--- src/rtl/sc_tx_pkg.sv ---
package sc_tx_pkg;
  localparam int unsigned CHAR_BITS = 10;
  localparam int unsigned HPOS_W    = 5;
  localparam logic [HPOS_W-1:0] HPOS_DATA_END = 5'd20;
  localparam logic [HPOS_W-1:0] HPOS_ERR_SMP  = 5'd20;
  localparam logic [HPOS_W-1:0] HPOS_END_NORM = 5'd25;
  localparam logic [HPOS_W-1:0] HPOS_END_GSM  = 5'd22;

  typedef enum logic [1:0] {CK_LOW, CK_HIGH, CK_RUN} ck_mode_e;
endpackage

--- src/rtl/sc_half_tick.sv ---
module sc_half_tick #(
  parameter int unsigned HALF_CLKS = 4
) (
  input  logic clk,
  input  logic rst_n,
  input  logic run,
  output logic tick
);
  localparam int unsigned CW = (HALF_CLKS > 1) ? $clog2(HALF_CLKS) : 1;
  localparam logic [CW-1:0] LAST = CW'(HALF_CLKS - 1);

  logic [CW-1:0] cnt_q;

  assign tick = run && (cnt_q == LAST);

  always_ff @(posedge clk or negedge rst_n) begin
    if (!rst_n)        cnt_q <= '0;
    else if (!run)     cnt_q <= '0;
    else if (tick)     cnt_q <= '0;
    else               cnt_q <= cnt_q + 1'b1;
  end
endmodule

--- src/rtl/sc_char_tx.sv ---
module sc_char_tx
  import sc_tx_pkg::*;
(
  input  logic       clk,
  input  logic       rst_n,
  input  logic       abort,
  input  logic       gsm_mode,
  input  logic       tick,
  input  logic       data_valid,
  input  logic       can_accept,
  input  logic [7:0] data_in,
  input  logic       line_in,
  input  logic       err_clr,
  output logic       active,
  output logic       tdr_empty,
  output logic       accept,
  output logic       data_ready,
  output logic       flag_pt,
  output logic       err_sig,
  output logic       tx_line
);
  logic                  active_q, empty_q, err_q;
  logic [HPOS_W-1:0]     hpos_q;
  logic [7:0]            tdr_q;
  logic [CHAR_BITS-1:0]  frame_q;
  logic [HPOS_W-1:0]     end_pos;
  logic [3:0]            bit_idx;
  logic                  start;

  assign end_pos    = gsm_mode ? HPOS_END_GSM : HPOS_END_NORM;
  assign bit_idx    = hpos_q[HPOS_W-1:1];
  assign data_ready = empty_q && can_accept;
  assign accept     = data_valid && data_ready;
  assign start      = !active_q && !empty_q && !abort;
  assign flag_pt    = active_q && !abort && tick && (hpos_q == end_pos - 1'b1);
  assign tx_line    = (active_q && hpos_q < HPOS_DATA_END) ? frame_q[bit_idx] : 1'b1;
  assign active     = active_q;
  assign tdr_empty  = empty_q;
  assign err_sig    = err_q;

  always_ff @(posedge clk or negedge rst_n) begin
    if (!rst_n) begin
      active_q <= 1'b0;
      hpos_q   <= '0;
      frame_q  <= '1;
    end else if (abort) begin
      active_q <= 1'b0;
      hpos_q   <= '0;
    end else if (active_q) begin
      if (tick) hpos_q <= hpos_q + 1'b1;
      if (flag_pt) active_q <= 1'b0;
    end else if (start) begin
      active_q <= 1'b1;
      hpos_q   <= '0;
      frame_q  <= {^tdr_q, tdr_q, 1'b0};
    end
  end

  always_ff @(posedge clk or negedge rst_n) begin
    if (!rst_n) begin
      empty_q <= 1'b1;
      tdr_q   <= '0;
    end else if (accept) begin
      empty_q <= 1'b0;
      tdr_q   <= data_in;
    end else if (start) begin
      empty_q <= 1'b1;
    end
  end

  always_ff @(posedge clk or negedge rst_n) begin
    if (!rst_n)  err_q <= 1'b0;
    else if (err_clr) err_q <= 1'b0;
    else if (active_q && !abort && tick && hpos_q == HPOS_ERR_SMP && !line_in)
      err_q <= 1'b1;
  end

  // a character always opens with a low start bit
  a_r2_start_low: assert property (@(posedge clk) disable iff (!rst_n)
    $rose(active_q) |-> !tx_line);
  // a taken byte fills the register, so the stream stalls next cycle
  a_r5_stall_after_take: assert property (@(posedge clk) disable iff (!rst_n)
    accept |=> !data_ready);
endmodule

--- src/rtl/sc_tend_flag.sv ---
module sc_tend_flag (
  input  logic clk,
  input  logic rst_n,
  input  logic standby,
  input  logic tx_en,
  input  logic err_sig,
  input  logic flag_pt,
  input  logic tdr_empty,
  input  logic accept,
  input  logic sw_rd_status,
  input  logic sw_wr_zero,
  output logic tend
);
  logic tend_q, armed_q;

  assign tend = tend_q;

  always_ff @(posedge clk or negedge rst_n) begin
    if (!rst_n) begin
      tend_q <= 1'b1;
    end else if (standby) begin
      tend_q <= 1'b1;
    end else if (!tx_en && !err_sig) begin
      tend_q <= 1'b1;
    end else if (flag_pt && tdr_empty && !err_sig) begin
      tend_q <= 1'b1;
    end else if (accept || (armed_q && sw_wr_zero)) begin
      tend_q <= 1'b0;
    end
  end

  always_ff @(posedge clk or negedge rst_n) begin
    if (!rst_n)                       armed_q <= 1'b0;
    else if (standby || sw_wr_zero)   armed_q <= 1'b0;
    else if (sw_rd_status && tend_q)  armed_q <= 1'b1;
  end

  // a refilled data register keeps the flag low at the end point
  a_r5_refill_blocks: assert property (@(posedge clk) disable iff (!rst_n)
    flag_pt && !tdr_empty && tx_en && !standby |=> !tend_q);
  // a latched card error keeps the flag from rising
  a_r6_error_blocks: assert property (@(posedge clk) disable iff (!rst_n)
    flag_pt && err_sig && tx_en && !standby |=> !$rose(tend_q));
endmodule

--- src/rtl/sc_card_clk.sv ---
module sc_card_clk
  import sc_tx_pkg::*;
(
  input  logic       clk,
  input  logic       rst_n,
  input  logic       gsm_mode,
  input  logic [1:0] clk_sel,
  output logic       clk_out
);
  ck_mode_e mode;
  logic     out_q;

  always_comb begin
    if (clk_sel[0])      mode = CK_RUN;
    else if (!gsm_mode)  mode = CK_LOW;
    else if (clk_sel[1]) mode = CK_HIGH;
    else                 mode = CK_LOW;
  end

  always_ff @(posedge clk or negedge rst_n) begin
    if (!rst_n) out_q <= 1'b0;
    else begin
      unique case (mode)
        CK_RUN:  out_q <= ~out_q;
        CK_HIGH: out_q <= 1'b1;
        default: out_q <= 1'b0;
      endcase
    end
  end

  assign clk_out = out_q;

  // in normal mode a stopped clock rests low whatever bit 1 says
  a_r10_normal_stop_low: assert property (@(posedge clk) disable iff (!rst_n)
    !gsm_mode && !clk_sel[0] |=> !clk_out);
  // GSM fixed-high setting holds the pin at 1
  a_r11_gsm_fixed_high: assert property (@(posedge clk) disable iff (!rst_n)
    gsm_mode && clk_sel == 2'b10 |=> clk_out);
endmodule

--- src/rtl/sc_tx_end_ctl.sv ---
module sc_tx_end_ctl
  import sc_tx_pkg::*;
#(
  parameter int unsigned CLKS_PER_ETU = 372
) (
  input  logic       clk,
  input  logic       rst_n,
  input  logic       standby,
  input  logic       tx_en,
  input  logic       gsm_mode,
  input  logic [1:0] clk_sel,
  input  logic       data_valid,
  output logic       data_ready,
  input  logic [7:0] data_in,
  input  logic       sw_rd_status,
  input  logic       sw_wr_zero,
  input  logic       err_clr,
  input  logic       line_in,
  output logic       tx_line,
  output logic       clk_out,
  output logic       tend,
  output logic       err_sig
);
  localparam int unsigned HALF_CLKS = CLKS_PER_ETU / 2;

  logic abort, active, tick, tdr_empty, accept, flag_pt;

  assign abort = standby || !tx_en;

  sc_half_tick #(.HALF_CLKS(HALF_CLKS)) u_tick (
    .clk(clk), .rst_n(rst_n), .run(active && !abort), .tick(tick)
  );

  sc_char_tx u_char (
    .clk(clk), .rst_n(rst_n), .abort(abort), .gsm_mode(gsm_mode), .tick(tick),
    .data_valid(data_valid), .can_accept(!abort), .data_in(data_in),
    .line_in(line_in), .err_clr(err_clr), .active(active),
    .tdr_empty(tdr_empty), .accept(accept), .data_ready(data_ready),
    .flag_pt(flag_pt), .err_sig(err_sig), .tx_line(tx_line)
  );

  sc_tend_flag u_flag (
    .clk(clk), .rst_n(rst_n), .standby(standby), .tx_en(tx_en),
    .err_sig(err_sig), .flag_pt(flag_pt), .tdr_empty(tdr_empty),
    .accept(accept), .sw_rd_status(sw_rd_status), .sw_wr_zero(sw_wr_zero),
    .tend(tend)
  );

  sc_card_clk u_clk (
    .clk(clk), .rst_n(rst_n), .gsm_mode(gsm_mode), .clk_sel(clk_sel),
    .clk_out(clk_out)
  );

  // standby always leaves the flag set on the following cycle
  a_r8_standby_sets: assert property (@(posedge clk) disable iff (!rst_n)
    standby |=> tend);
  // an abort returns the line to idle high
  a_r7_abort_idle: assert property (@(posedge clk) disable iff (!rst_n)
    abort |=> tx_line);
endmodule

--- config.mk ---
export PLATFORM = sky130hd
export DESIGN_NAME = sc_tx_end_ctl
export DESIGN_NICKNAME = d
export VERILOG_FILES = /design/src/rtl/sc_tx_pkg.sv /design/src/rtl/sc_half_tick.sv /design/src/rtl/sc_char_tx.sv /design/src/rtl/sc_tend_flag.sv /design/src/rtl/sc_card_clk.sv /design/src/rtl/sc_tx_end_ctl.sv
export SDC_FILE = /design/constraint.sdc
export NUM_CORES = 1
export LEC_CHECK = 0
export ABC_CLOCK_PERIOD_IN_PS = 2500
export BUFFER_PORTS_ARGS = -buffer_cell sky130_fd_sc_hd__clkbuf_2
export CORE_MARGIN = 5
export CORE_UTILIZATION = 50
export CTS_CLUSTER_SIZE = 8
export DETAILED_ROUTE_END_ITERATION = 10
export GPL_TIMING_DRIVEN = 0
export PLACE_DENSITY = 0.71
export SYNTH_ARGS = -nofsm -noshare
export SYNTH_HDL_FRONTEND = slang
export SYNTH_SLANG_ARGS = --single-unit
export TNS_END_PERCENT = 10
--- constraint.sdc ---
create_clock -name clk -period 2.5 [get_ports clk]
set_clock_uncertainty 0.15 [all_clocks]
set_input_delay 0.25 -clock clk [delete_from_list [all_inputs] [get_ports clk]]
set_output_delay 0.25 -clock clk [all_outputs]
set_load 0.02 [all_outputs]
==> impl_metrics.env <==
export IMPL_status="finished, final reports clean"
export IMPL_fmax_mhz=419
export IMPL_min_from="tx_en"
export IMPL_cts_root_buf="clkbuf_4"
export IMPL_internal_power_uw=1220
export IMPL_synthTopCellsByCount="25 x dfrtp_1, 17 x mux2_2, 14 x nor2_1"
export IMPL_wl_per_cell_um=13.8
export IMPL_yosys_area_share_xor_xnor_pct=6.42
export IMPL_drtPass1Iterations=4
export IMPL_worstPathRequired_ps=2100
export IMPL_power_switching_uw=494
export IMPL_r2r_start="u_tick.cnt_q[1]"
export IMPL_synth_seq_area_share_pct=53.1
export IMPL_holdPathEnd="u_flag.tend"
export IMPL_final_area_mm2=0.00215
export IMPL_report_final_slew_viol_count=0
export IMPL_muxShareOfSynthArea_pct=14.5
export IMPL_yosys_area_top_type_share_pct=35.3
export IMPL_totalWireLength_um=3320
export IMPL_synth_adder_area_share_pct=2.12
export IMPL_drtIter0Drc=123
export IMPL_crit_path_top_delay_cell="mux4_2"
export IMPL_worstPathMaxFanout=7
export IMPL_critPathKind="register to output port"
export IMPL_p_leak_uw=0.000940
export IMPL_track_usage_pct=14.8
export IMPL_setup_worst_path_end_class="output port"
export IMPL_io_buffers=24
export IMPL_clk_path_buf_depth=2
export IMPL_yosysWarningCount=0
export IMPL_viasPerCell=5.31
export IMPL_hold_path_depth=4
export IMPL_vias=1280
export IMPL_dp_hpwl_um=2260
export IMPL_gr_total_overflow=0
export IMPL_clock_latency_ps=350
export IMPL_max_cap_violations=0
export IMPL_reg2reg_slack_ps=400
export IMPL_row_count=21
export IMPL_synthArstFlopShare_pct=100
export IMPL_finalWeightedCongestion=0.884
export IMPL_syn_avg_cell_area_um2=12.0
export IMPL_arrival_ps=1990
export IMPL_synth_edf_count=0
export IMPL_grt_max_degree=38
export IMPL_grt_pass1_wl_um=5640
export IMPL_yosysMostFrequentCell="dfrtp_1"
export IMPL_synth_simple_area_share_pct=15.0
export IMPL_ant_nets=0
export IMPL_synth_nets=171
export IMPL_r2r_end="u_char.hpos_q[4]"
export IMPL_cts_sink_count=37
export IMPL_synthCells=148
export IMPL_area_growth_pct=21.5
export IMPL_first_global_vias=1241
export IMPL_hold_viol_final=0
export IMPL_synth_compound_area_share_pct=7.06
export IMPL_final_util_pct=63.6
export IMPL_syn_cell_area_mm2=0.00177
export IMPL_pwr_share_seq_pct=54.0
export IMPL_drive_gt1_share_pct=33.3
export IMPL_vdd_drop_max_uv=499
export IMPL_hp_class="input pin to register"
export IMPL_cts_max_level=2
export IMPL_slew_headroom_pct=41.5
export IMPL_drc=0
export IMPL_initial_core_util_pct=52.3
export IMPL_timing_final_crit_period_ps=2390
export IMPL_fp_dieW_um=69.5
export IMPL_die_area_mm2=0.00484
export IMPL_path_cells="mux4_2 -> mux2_2 -> o21ai_0 -> nand2_1 -> clkbuf_2"
export IMPL_clk_pin_slew_ps=110
export IMPL_antenna_found_initial=0
export IMPL_powerDensity_mw_per_mm2=797
export IMPL_r2r_cells=6
export IMPL_fin_crit_sh_pct=95.5
export IMPL_ys_top_cells_by_area="dfrtp_1 35%, dfstp_2 18%, mux2_2 11%, xnor2_1 4.4%, nor2_1 3.0%"
export IMPL_synth_ff_latch_count=37
export IMPL_swShare_pct=28.8
export IMPL_cts_buffers_inserted=5
export IMPL_pwr_share_clk_pct=17.6
export IMPL_ios=25
export IMPL_yosysUniqueCellTypes=40
export IMPL_max_stage_delay_ps=510
export IMPL_synth_top_area_cell="dfrtp_1"
export IMPL_cts_tree="done"
export IMPL_die_y_um=69.5
export IMPL_crit_path_start_kind="register"
export IMPL_dominantRegCellSynth="dfrtp_1"
export IMPL_coreArea_mm2=0.00339
export IMPL_dpl_cell_area_mm2=0.00195
export IMPL_setup_viol=0
export IMPL_max_slew_worst_pin_slew_ps=878
export IMPL_synth_top_family_by_area="simple AND/OR/NAND/NOR gates"
export IMPL_p_comb_share_pct=28.5
export IMPL_nNetsFinal=217
export IMPL_diodes=0
## layout by cell type (no fill, tap or decap), drive strengths merged, types with 2 or more instances in the layout
cell and n:
nand4 4, nand3 3, o21ai 3, inv 5, and3 2, mux2 17
or4b 2, a311o 2, clkbuf 32, nand2b 2, xnor2 9, nor3 3
dlygate4sd3 15, ha 3, mux2i 2, nor2b 2, nor2 14, nor4 2
dfrtp 25, dfstp 12, a21oi 3, a311oi 2, nand2 7, a21o 2
buf 3, and2 3, xor2 4, mux4 2
## cell type report
cell class,count,area [µm²]
fillers,280,1230
flip-flops and latches,37,942
multi-input cells,103,800
repair buffers,40,278
well taps,46,57.6
clock buffers,8,48.8
inverters,5,18.8
plain buffers,2,10.0
## cells by family (layout without fill, tap and decap cells)
group / after synthesis / count (layout)
adders and majority gates: 3 / 3
xor gates and xnor gates: 13 / 13
and+or+nand+nor: 49 / 49
buffers and inverters: 8 / 55
DFF: 37 / 37
AOI/OAI and AO/OA: 17 / 17
muxes: 21 / 21
## per-stage QoR
| step | hold slack (ps) | total power [µW] | cells | setup TNS [ps] | setup slack (ps) |
|---|---|---|---|---|---|
| finish | 64.2 | 1720 | 241 | 0 | 112 |
| global route | 139 | 1820 | 241 | -9.15 | -9.15 |
| CTS | 54.4 | 1740 | 240 | 0 | 1.98 |
| detailed placement | 254 | 1410 | 218 | 0 | 252 |
| global placement | 253 | 1390 | 218 | 0 | 273 |
| floorplan | -196 | 1300 | 148 | 0 | 464 |
## layer usage
metal / vias up / routed length (µm) / track usage (%) / part of all wire (%)
li1: 626 / - / - / -
met1: 613 / 1520 / 18.1 / 46
met2: 34 / 1530 / 22.9 / 46
met3: 7 / 189 / 4.49 / 5.7
met4: 0 / 88 / 8.89 / 2.7
met5: - / 0 / 0 / 0
## worst max-delay path, delay by kind of cell (launching register included)
family | cells | cell delay, ps
AND/OR/NAND/NOR | 1 | 80
multiplexers | 2 | 780
flip-flops | 1 | 470
buffers and inverters | 1 | 170
AO/OA/AOI/OAI | 1 | 150
## flip-flops by register name (all words and copies together) (netlist names)
| signal | count |
|---|---|
| u_char.active | 1 |
| u_char.err_sig | 1 |
| u_char.frame_q | 10 |
| u_char.hpos_q | 5 |
| u_char.tdr_empty | 1 |
| u_char.tdr_q | 8 |
| u_clk.clk_out | 1 |
| u_flag.armed_q | 1 |
| u_flag.tend | 1 |
| u_tick.cnt_q | 8 |
## how the worst max path moves through the flow
stage | startpoint | endpoint | slack [ps] | cells after the start
4_1_cts | u_char.hpos_q[1] | tx_line | 2 | 5
6_report | u_char.hpos_q[1] | tx_line | 110 | 5
2_1_floorplan | u_char.hpos_q[1] | tx_line | 460 | 5
5_1_grt | u_char.hpos_q[1] | tx_line | -9 | 5
3_5_place_dp | u_char.hpos_q[1] | tx_line | 250 | 6
3_3_place_gp | u_char.hpos_q[1] | tx_line | 270 | 6
## power groups by stage
stage / sequential (µW) / combinational [µW] / clock (µW)
final: 926 / 489 / 302
after global routing: 949 / 542 / 331
after CTS: 928 / 499 / 315
after detailed placement: 938 / 476 / 0
after global placement: 933 / 460 / 0
after floorplan: 904 / 393 / 0
## repair_timing
action | in CTS | in global routing
hold buffers | 15 | 0
setup endpoints to repair | 1 | 1
setup buffers | 0 | 1
endpoints found under the hold margin | 37 | 0
gates resized for setup | 0 | 1
(Power assumes the default switching activity.)
